File: config.mk
export PLATFORM = sky130hd
export DESIGN_NAME = stim_serializer
export DESIGN_NICKNAME = d
export VERILOG_FILES = /design/src/rtl/stim_ser_pkg.sv /design/src/rtl/stim_ser_ctrl.sv /design/src/rtl/stim_ser_dpath.sv /design/src/rtl/stim_serializer.sv
export SDC_FILE = /design/constraint.sdc
export NUM_CORES = 1
export LEC_CHECK = 0
export ABC_AREA = 1
export BUFFER_PORTS_ARGS = -buffer_cell sky130_fd_sc_hd__buf_2
export CORE_MARGIN = 2
export CORE_UTILIZATION = 50
export DETAILED_ROUTE_END_ITERATION = 12
export PLACE_DENSITY = 0.82
export SLEW_MARGIN = 5
export SYNTH_ARGS = -nofsm -noshare
export SYNTH_HDL_FRONTEND = slang
export SYNTH_SLANG_ARGS = --single-unit
File: constraint.sdc
create_clock -name clk -period 1.65 [get_ports clk]
set_input_delay 0.165 -clock clk [delete_from_list [all_inputs] [get_ports clk]]
set_output_delay 0.165 -clock clk [all_outputs]
set_load 0.05 [all_outputs]
File: src/rtl/stim_ser_pkg.sv
package stim_ser_pkg;

  typedef enum logic {
    MODE_BYTE  = 1'b0,
    MODE_BURST = 1'b1
  } serModeE;

  // strobes and state handed from control to datapath
  typedef struct packed {
    logic load;     // take a new word from the FIFO head
    logic shift;    // advance to the next bit of the word
    logic active;   // a word is in flight
    logic lastBit;  // current bit is the always-high extra bit
    logic phase;    // 0 = first half of bit period, 1 = second half
  } ctlStrobeT;

endpackage

File: src/rtl/stim_ser_ctrl.sv
module stim_ser_ctrl
  import stim_ser_pkg::*;
#(
  parameter int WORD_W   = 32,
  parameter int HALF_CYC = 2
) (
  input  logic      clk,
  input  logic      rstN,
  input  logic      fifoEmpty,
  output logic      fifoRd,
  output ctlStrobeT strobe
);

  localparam int BIT_CNT = WORD_W + 1;
  localparam int IDX_W   = $clog2(BIT_CNT + 1);
  localparam int HC_W    = (HALF_CYC > 1) ? $clog2(HALF_CYC) : 1;

  logic [HC_W-1:0]  halfCnt;
  logic             phase;
  logic             active;
  logic [IDX_W-1:0] bitIdx;

  logic halfTick;
  logic bitEnd;
  logic lastBit;
  logic doShift;

  assign halfTick = (halfCnt == HC_W'(HALF_CYC - 1));
  assign bitEnd   = halfTick & phase;
  assign lastBit  = (bitIdx == IDX_W'(WORD_W));
  assign fifoRd   = bitEnd & (~active | lastBit) & ~fifoEmpty;
  assign doShift  = bitEnd & active & ~lastBit;

  // free-running half-bit timer; keeps the byte-mode clock alive when idle
  always_ff @(posedge clk) begin
    if (!rstN) begin
      halfCnt <= '0;
      phase   <= 1'b0;
    end else begin
      halfCnt <= halfTick ? '0 : halfCnt + 1'b1;
      if (halfTick) phase <= ~phase;
    end
  end

  // word sequencing across the 33 bit periods
  always_ff @(posedge clk) begin
    if (!rstN) begin
      active <= 1'b0;
      bitIdx <= '0;
    end else if (fifoRd) begin
      active <= 1'b1;
      bitIdx <= '0;
    end else if (doShift) begin
      bitIdx <= bitIdx + 1'b1;
    end else if (bitEnd && active && lastBit) begin
      active <= 1'b0;
    end
  end

  always_comb begin
    strobe.load    = fifoRd;
    strobe.shift   = doShift;
    strobe.active  = active;
    strobe.lastBit = lastBit;
    strobe.phase   = phase;
  end

endmodule

File: src/rtl/stim_ser_dpath.sv
module stim_ser_dpath
  import stim_ser_pkg::*;
#(
  parameter int WORD_W = 32
) (
  input  logic              clk,
  input  logic              rstN,
  input  serModeE           modeSel,
  input  logic [WORD_W-1:0] fifoData,
  input  ctlStrobeT         strobe,
  output logic              serClk,
  output logic              serData,
  output logic              serSync
);

  localparam int SH_W = WORD_W + 1;

  logic [SH_W-1:0] shReg;
  logic            clkNext;
  logic            dataNext;
  logic            syncNext;

  // extra always-high bit rides at the top of the shifter
  always_ff @(posedge clk) begin
    if (!rstN) begin
      shReg <= '1;
    end else if (strobe.load) begin
      shReg <= {1'b1, fifoData};
    end else if (strobe.shift) begin
      shReg <= {1'b1, shReg[SH_W-1:1]};
    end
  end

  always_comb begin
    if (modeSel == MODE_BYTE) begin
      // low in first half: data moves on the fall, receiver samples on the rise
      clkNext  = strobe.phase;
      syncNext = 1'b0;
    end else begin
      // high in first half: data moves on the rise, receiver samples on the fall
      clkNext  = strobe.active & ~strobe.lastBit & ~strobe.phase;
      syncNext = strobe.active & strobe.lastBit;
    end
    dataNext = strobe.active ? shReg[0] : 1'b1;
  end

  // registered lines so all three move in the same cycle without glitches
  always_ff @(posedge clk) begin
    if (!rstN) begin
      serClk  <= 1'b0;
      serData <= 1'b1;
      serSync <= 1'b0;
    end else begin
      serClk  <= clkNext;
      serData <= dataNext;
      serSync <= syncNext;
    end
  end

endmodule

File: src/rtl/stim_serializer.sv
module stim_serializer
  import stim_ser_pkg::*;
#(
  parameter int WORD_W   = 32,
  parameter int HALF_CYC = 2
) (
  input  logic              clk,
  input  logic              rstN,
  input  logic              modeSel,
  input  logic              fifoEmpty,
  input  logic [WORD_W-1:0] fifoData,
  output logic              fifoRd,
  output logic              serClk,
  output logic              serData,
  output logic              serSync
);

  ctlStrobeT strobe;
  serModeE   modeQ;

  assign modeQ = serModeE'(modeSel);

  stim_ser_ctrl #(
    .WORD_W  (WORD_W),
    .HALF_CYC(HALF_CYC)
  ) u_ctrl (
    .clk      (clk),
    .rstN     (rstN),
    .fifoEmpty(fifoEmpty),
    .fifoRd   (fifoRd),
    .strobe   (strobe)
  );

  stim_ser_dpath #(
    .WORD_W(WORD_W)
  ) u_dpath (
    .clk     (clk),
    .rstN    (rstN),
    .modeSel (modeQ),
    .fifoData(fifoData),
    .strobe  (strobe),
    .serClk  (serClk),
    .serData (serData),
    .serSync (serSync)
  );

endmodule

* Word-level counts from Yosys, hierarchy flattened
Cells that the tools add are included.
** Storage, ports and cells
- Register bits after elaboration :: 44
- Latch bits :: 0
- Memory bits (writable) :: 0
- Bits in read-only memories :: 0
- Bits of input ports :: 36
- Output and inout port bits :: 4
- Word-level logic and storage cells :: 41
- Memories kept :: 0
** Cells by class
- $add $sub $neg :: 2
- Multiply operators :: 0
- Divide/modulo/power cells :: 0
- $lt $le $gt $ge :: 0
- Equality and inequality tests :: 2
- Shifts and indexed selects :: 0
- Muxes and demuxes :: 6
- Bitwise operators :: 14
- Reduce and logical (&&, ||, !) cells :: 9
** Operators by type and width (number)
- two-way mux 32 bit :: 2
- AND 1 bit :: 8
- adder 6 x 1 -> 6 bit (second input constant) :: 1
- == test 6 bit (second input constant) :: 1
- AND reduction 2 bit :: 3
- NOT 1 bit :: 5
- two-way mux 1 bit :: 4
- nonzero test 2 bit :: 2
- OR reduction 2 bit :: 2
- logical AND 1 bit :: 2
- != test 2 bit (second input constant) :: 1
- adder 1 bit (second input constant) :: 1
- OR 1 bit :: 1

* Logic depth before layout (Yosys ltp)
- Depth after elaboration :: 6
- Gate-level depth with buffers :: 12
- Gate-level depth less buffers :: 10

* Hierarchy
From an unflattened synthesis, not the netlist that was laid out.
** Unflattened totals
- Cell total of the unflattened synthesis :: 266
- Area total of the unflattened synthesis :: 2068.2 sq um
** By module, submodules not included
- stim_ser_dpath :: times used 1, cells an instance 195, area each 1517.7 sq um, sequential area each 700.7 sq um
- stim_ser_ctrl :: times used 1, cells an instance 71, area each 550.5 sq um, sequential area each 180.2 sq um

* Worst setup path before layout
No wires, ideal clock.
- Path type :: register -> register
- From :: register u_ctrl.bitIdx[0]
- To :: register u_dpath.shReg[23]
- Setup time :: 63 ps
- Data arrival time :: 1502 ps
- Data required time :: 1587 ps
- Setup slack :: 85 ps
- Cell stages (with the launch flop) :: 12
- Buffers on the path :: 1
- Clock period less this slack :: 1565 ps
- Path through :: dfxtp_1 inv_1 ha_1 nand2_1 inv_1 nand3_4 nand2_4 nand3_2 buf_6 inv_2 nand2_1 nand3b_1
** Between the ends
- Cells in the longest elaborated chain, start to end :: 5
- Elaborated cells between the ends (all ways) :: 8
- Classes of those cells :: 1 x eq/ne; 1 x mux; 5 x bitwise; 1 x reduce/logical
** Ends and longest elaborated chain
- start, declared :: line stim_ser_ctrl.sv:21 : logic [IDX_W-1:0] bitIdx;
- start signal, assigned :: line stim_ser_ctrl.sv:54 : bitIdx <= bitIdx + 1'b1;
- == test 6 bit * :: line stim_ser_ctrl.sv:30 : assign lastBit = (bitIdx == IDX_W'(WORD_W));
- OR 1 bit * :: line stim_ser_ctrl.sv:31 : assign fifoRd = bitEnd & (~active | lastBit) & ~fifoEmpty;
- AND 1 bit * (2 in a row) :: line stim_ser_ctrl.sv:31
- named net fifoRd :: line stim_serializer.sv:12 : output logic fifoRd,
- two-way mux 32 bit / nonzero test 2 bit (equally long branches)
- end signal, assigned :: line stim_ser_dpath.sv:28 : shReg <= {1'b1, fifoData};
- end signal, assigned :: line stim_ser_dpath.sv:30 : shReg <= {1'b1, shReg[SH_W-1:1]};
- end, declared :: line stim_ser_dpath.sv:18 : logic [SH_W-1:0] shReg;
Mark *: on every way through the listed nets, which the timed path passes. The rest lies on a longest branch.
A chain may end at the register's enable or synchronous reset.

* Final worst setup path
- From :: register u_ctrl.bitIdx[0]
- To :: output port fifoRd
** Between the ends
- Cells in the longest elaborated chain, start to end :: 4
** Ends and longest elaborated chain (line)
- == test 6 bit :: stim_ser_ctrl.sv:30
- OR 1 bit :: stim_ser_ctrl.sv:31
- AND 1 bit (2 in a row) :: stim_ser_ctrl.sv:31
- end, declared :: stim_serializer.sv:12
No other way between the ends.

==> flow_summary.ini <==
[sta]
period_share = 0.977
maxSlewHeadroom = 0.774
post-route-min-period_ns = 1.61
tightestPinTransition_ns = 0.339
maxSlewViolCount = 0
layout_setup_ws_ns = 0.0376
rsz0062_at_grt = yes
worst_hold_slack_ns = 0.0766
finalSetupViolCount = 0
clock.fmax_ghz = 0.620
fin_skew_ns = 0.00973
fin_tns_setup_ns = 0
hold_violations = 0

[hold_path]
hold_depth = 3
hp-start = fifoData[29]
worst_hold_path_type = input pin to register
hold_path_end = u_dpath.shReg[29]

[clock_network]
cts_tree = done
htree_levels = 2
cts.sinks = 44
cts_root_buf = clkbuf_8
clockBufferDepth = 2
path_clk_slew_ns = 0.08
clock_latency_ns = 0.30
cts_buffers = 5

[global_routing]
grt_max_degree = 27
grt_pass1_vias = 2066
grt_pass1_wl_um = 8880
grtUsageTotal = 0.215
grt_antenna_before_repair = 0
overflow = 0

[yosys]
synth_area_mm2 = 0.00231
ys_warn_count = 0
ys_seq_area_frac = 0.381
syn_nets = 380
synthArstFlopShare = 0
synthCells = 342
synth_flop_cell = dfxtp_1
yosysTopAreaCellShare = 0.381
synth_largest_area_cell = dfxtp_1
avgSynthCellArea_um2 = 6.75
synth-edff-count = 0
synth.area.top_cells = dfxtp_1, nand3_1, nand2_1
synthDistinctLibCells = 25
synth.ff_latch_count = 44

[finish]
fill_cells = 396
drive_above_1_share = 0.206
nets = 421
syn2layout_area_growth_pct = 18.5
multi_input_comb_area_mm2 = 0.00118
n_antenna_cell = 0
seqCellArea_um2 = 882
final_area_mm2 = 0.00274

[worst_setup_path]
worstPathRequired_ns = 1.48
crit_chain = inv_2 -> ha_4 -> nand2_2 -> inv_2 -> nand3_4 -> nand2_4 -> nand3_4 -> inv_4 -> buf_8
path_class = register to output pin
ff2ff_path_depth = 11
path_buf_inv = 4
worstPathArrival_ns = 1.45
path_max_fanout = 4
cpPeakStageDelay_ns = 0.33
critPathLaunchType = register
cp_num_cells = 9
rrSetupSlack_ns = 0.12
end_kind = output pin
critPathSlowestCell = dfxtp_2
r2r-start = u_ctrl.bitIdx[0]
crit_family = buffers and inverters
reg2reg_to = u_dpath.shReg[3]

[route]
avgRoutedWirePerCell_um = 12.1
drt_first_pass_iters = 4
routed_wl_um = 5260
dr_total_vias = 2326
drcViolationCount = 0
ant_nets = 0
drt_iter0_drc = 156
viasPerCell = 5.35

[placed_design]
gp_congestion = 0.851
portBuffers = 39
place_ws_ns = 0.0293
hpwlAfterDp_um = 3560
placed_area_mm2 = 0.00258

[die]
die_x_um = 72.0
die-area_mm2 = 0.00518
die_y_um = 72.0
rows = 24
coreArea_mm2 = 0.00441
start_util = 0.523
ios = 40

[power]
p_leak_nw = 1.42
sw_frac_of_total = 0.248
p_int_w = 0.00148
power_frac_clock = 0.325
comb_power_share = 0.109
p_seq_frac = 0.566
p_switching_w = 0.000487
ir_drop_mv = 0.419
cellPowerDensity_mw_per_mm2 = 717

[outcome]
status = complete, no violations

[job]
maxCapViolCount = 0
[flip-flops by register name (all words and copies together), names as in the netlist]
register         flops
u_dpath.serData      1
u_dpath.serClk       1
u_ctrl.bitIdx        6
u_ctrl.phase         1
u_dpath.shReg       32
u_dpath.serSync      1
u_ctrl.active        1
u_ctrl.halfCnt       1
[metrics by stage]
step / utilization / std cells / power [W]
2_1_floorplan: - / 342 / 0.00126
3_3_place_gp: 0.585 / 425 / 0.00133
3_5_place_dp: 0.585 / 425 / 0.00134
4_1_cts: 0.608 / 433 / 0.00198
5_1_grt: 0.620 / 435 / 0.00204
6_report: 0.620 / 435 / 0.00196
[worst register-to-register path, cell delays in order (launching register included)]
cell,delay [ns]
dfxtp_2,0.33
inv_2,0.08
ha_4,0.13
nand2_2,0.05
inv_2,0.06
nand3_4,0.08
nand2_4,0.10
nand3_4,0.10
buf_6,0.16
buf_4,0.17
nand3_1,0.07
nand3_1,0.07
[worst max-delay path by stage]
stage	startpoint	endpoint	slack (ns)
2_1_floorplan	u_ctrl.bitIdx[0]	u_dpath.shReg[23]	0.08
3_3_place_gp	u_ctrl.bitIdx[0]	u_dpath.shReg[15]	0.10
3_5_place_dp	u_ctrl.bitIdx[0]	u_dpath.shReg[21]	0.03
4_1_cts	u_ctrl.bitIdx[0]	u_dpath.shReg[21]	0.01
5_1_grt	u_ctrl.bitIdx[0]	fifoRd	-0.04
6_report	u_ctrl.bitIdx[0]	fifoRd	0.04
[cells in the final DEF, fill, tap and decap left out]
| cell | n |
|---|---|
| buf_4 | 15 |
| ha_4 | 1 |
| nand3_1 | 79 |
| nand2_4 | 1 |
| nand4_1 | 25 |
| nand3b_1 | 8 |
| inv_4 | 1 |
| dfxtp_2 | 1 |
| buf_12 | 1 |
| or2_2 | 1 |
| o21ai_0 | 3 |
| dfxtp_1 | 43 |
| clkinv_1 | 1 |
| clkbuf_1 | 1 |
| nand2_1 | 91 |
| nor2_1 | 7 |
| inv_2 | 4 |
| clkinv_2 | 1 |
| buf_8 | 2 |
| nor2_2 | 2 |
| xor2_1 | 2 |
| clkbuf_8 | 5 |
| xnor2_1 | 1 |
| nor3_1 | 1 |
| buf_2 | 38 |
| ha_1 | 1 |
| a21oi_1 | 9 |
| buf_6 | 3 |
| nand3_4 | 2 |
| inv_1 | 32 |
| nand2_2 | 1 |
[power by group through the flow]
stage | Combinational, W | Sequential (W) | Clock [W]
detailed placement | 0.000205 | 0.00114 | 0
global route | 0.000242 | 0.00112 | 0.000687
finish | 0.000214 | 0.00111 | 0.000637
floorplan | 0.000128 | 0.00114 | 0
global placement | 0.000198 | 0.00113 | 0
CTS | 0.000210 | 0.00111 | 0.000656
[area by class of cell]
cell class	count	area share
repair buffers	59	0.141
inverters	38	0.0530
well taps	52	0.0238
multi-input cells	235	0.431
flip-flops and latches	44	0.322
clock inverters	1	0.00183
clock buffers	6	0.0265
[cells by family (layout without fill, tap and decap cells)]
logic type                 count (synthesis)  count (layout)  share of synthesized area
and+or+nand+nor                          218             218                      0.453
xor gates and xnor gates                   3               3                     0.0114
buffers and inverters                     63             104                      0.118
AOI/OAI and AO/OA                         12              12                     0.0260
DFF                                       44              44                      0.381
adders and majority gates                  2               2                     0.0108
[synth_stat cells (2+ instances only)]
cell type  number
nand2_1        92
nand3_1        79
dfxtp_1        44
inv_1          35
nand4_1        25
buf_2          10
a21oi_1         9
clkbuf_1        8
nand3b_1        8
nor2_1          7
buf_1           3
o21ai_0         3
buf_4           2
buf_6           2
ha_1            2
inv_2           2
nor2_2          2
xor2_1          2
[what timing repair did]
action                     in CTS  in global routing
resized for setup               5                 12
setup endpoints to repair       2                 31
pin swaps                       0                  2
hold buffers                    0                  0
setup buffers                   1                  2
[layer usage]
layer | track usage | up-vias | part of all wire
met2 | 0.357 | 59 | 0.48
li1 | - | 1201 | -
met1 | 0.274 | 1057 | 0.44
met4 | 0.0797 | 0 | 0.017
met5 | 0 | - | 0
met3 | 0.0472 | 9 | 0.058
(Power assumes the default switching activity.)
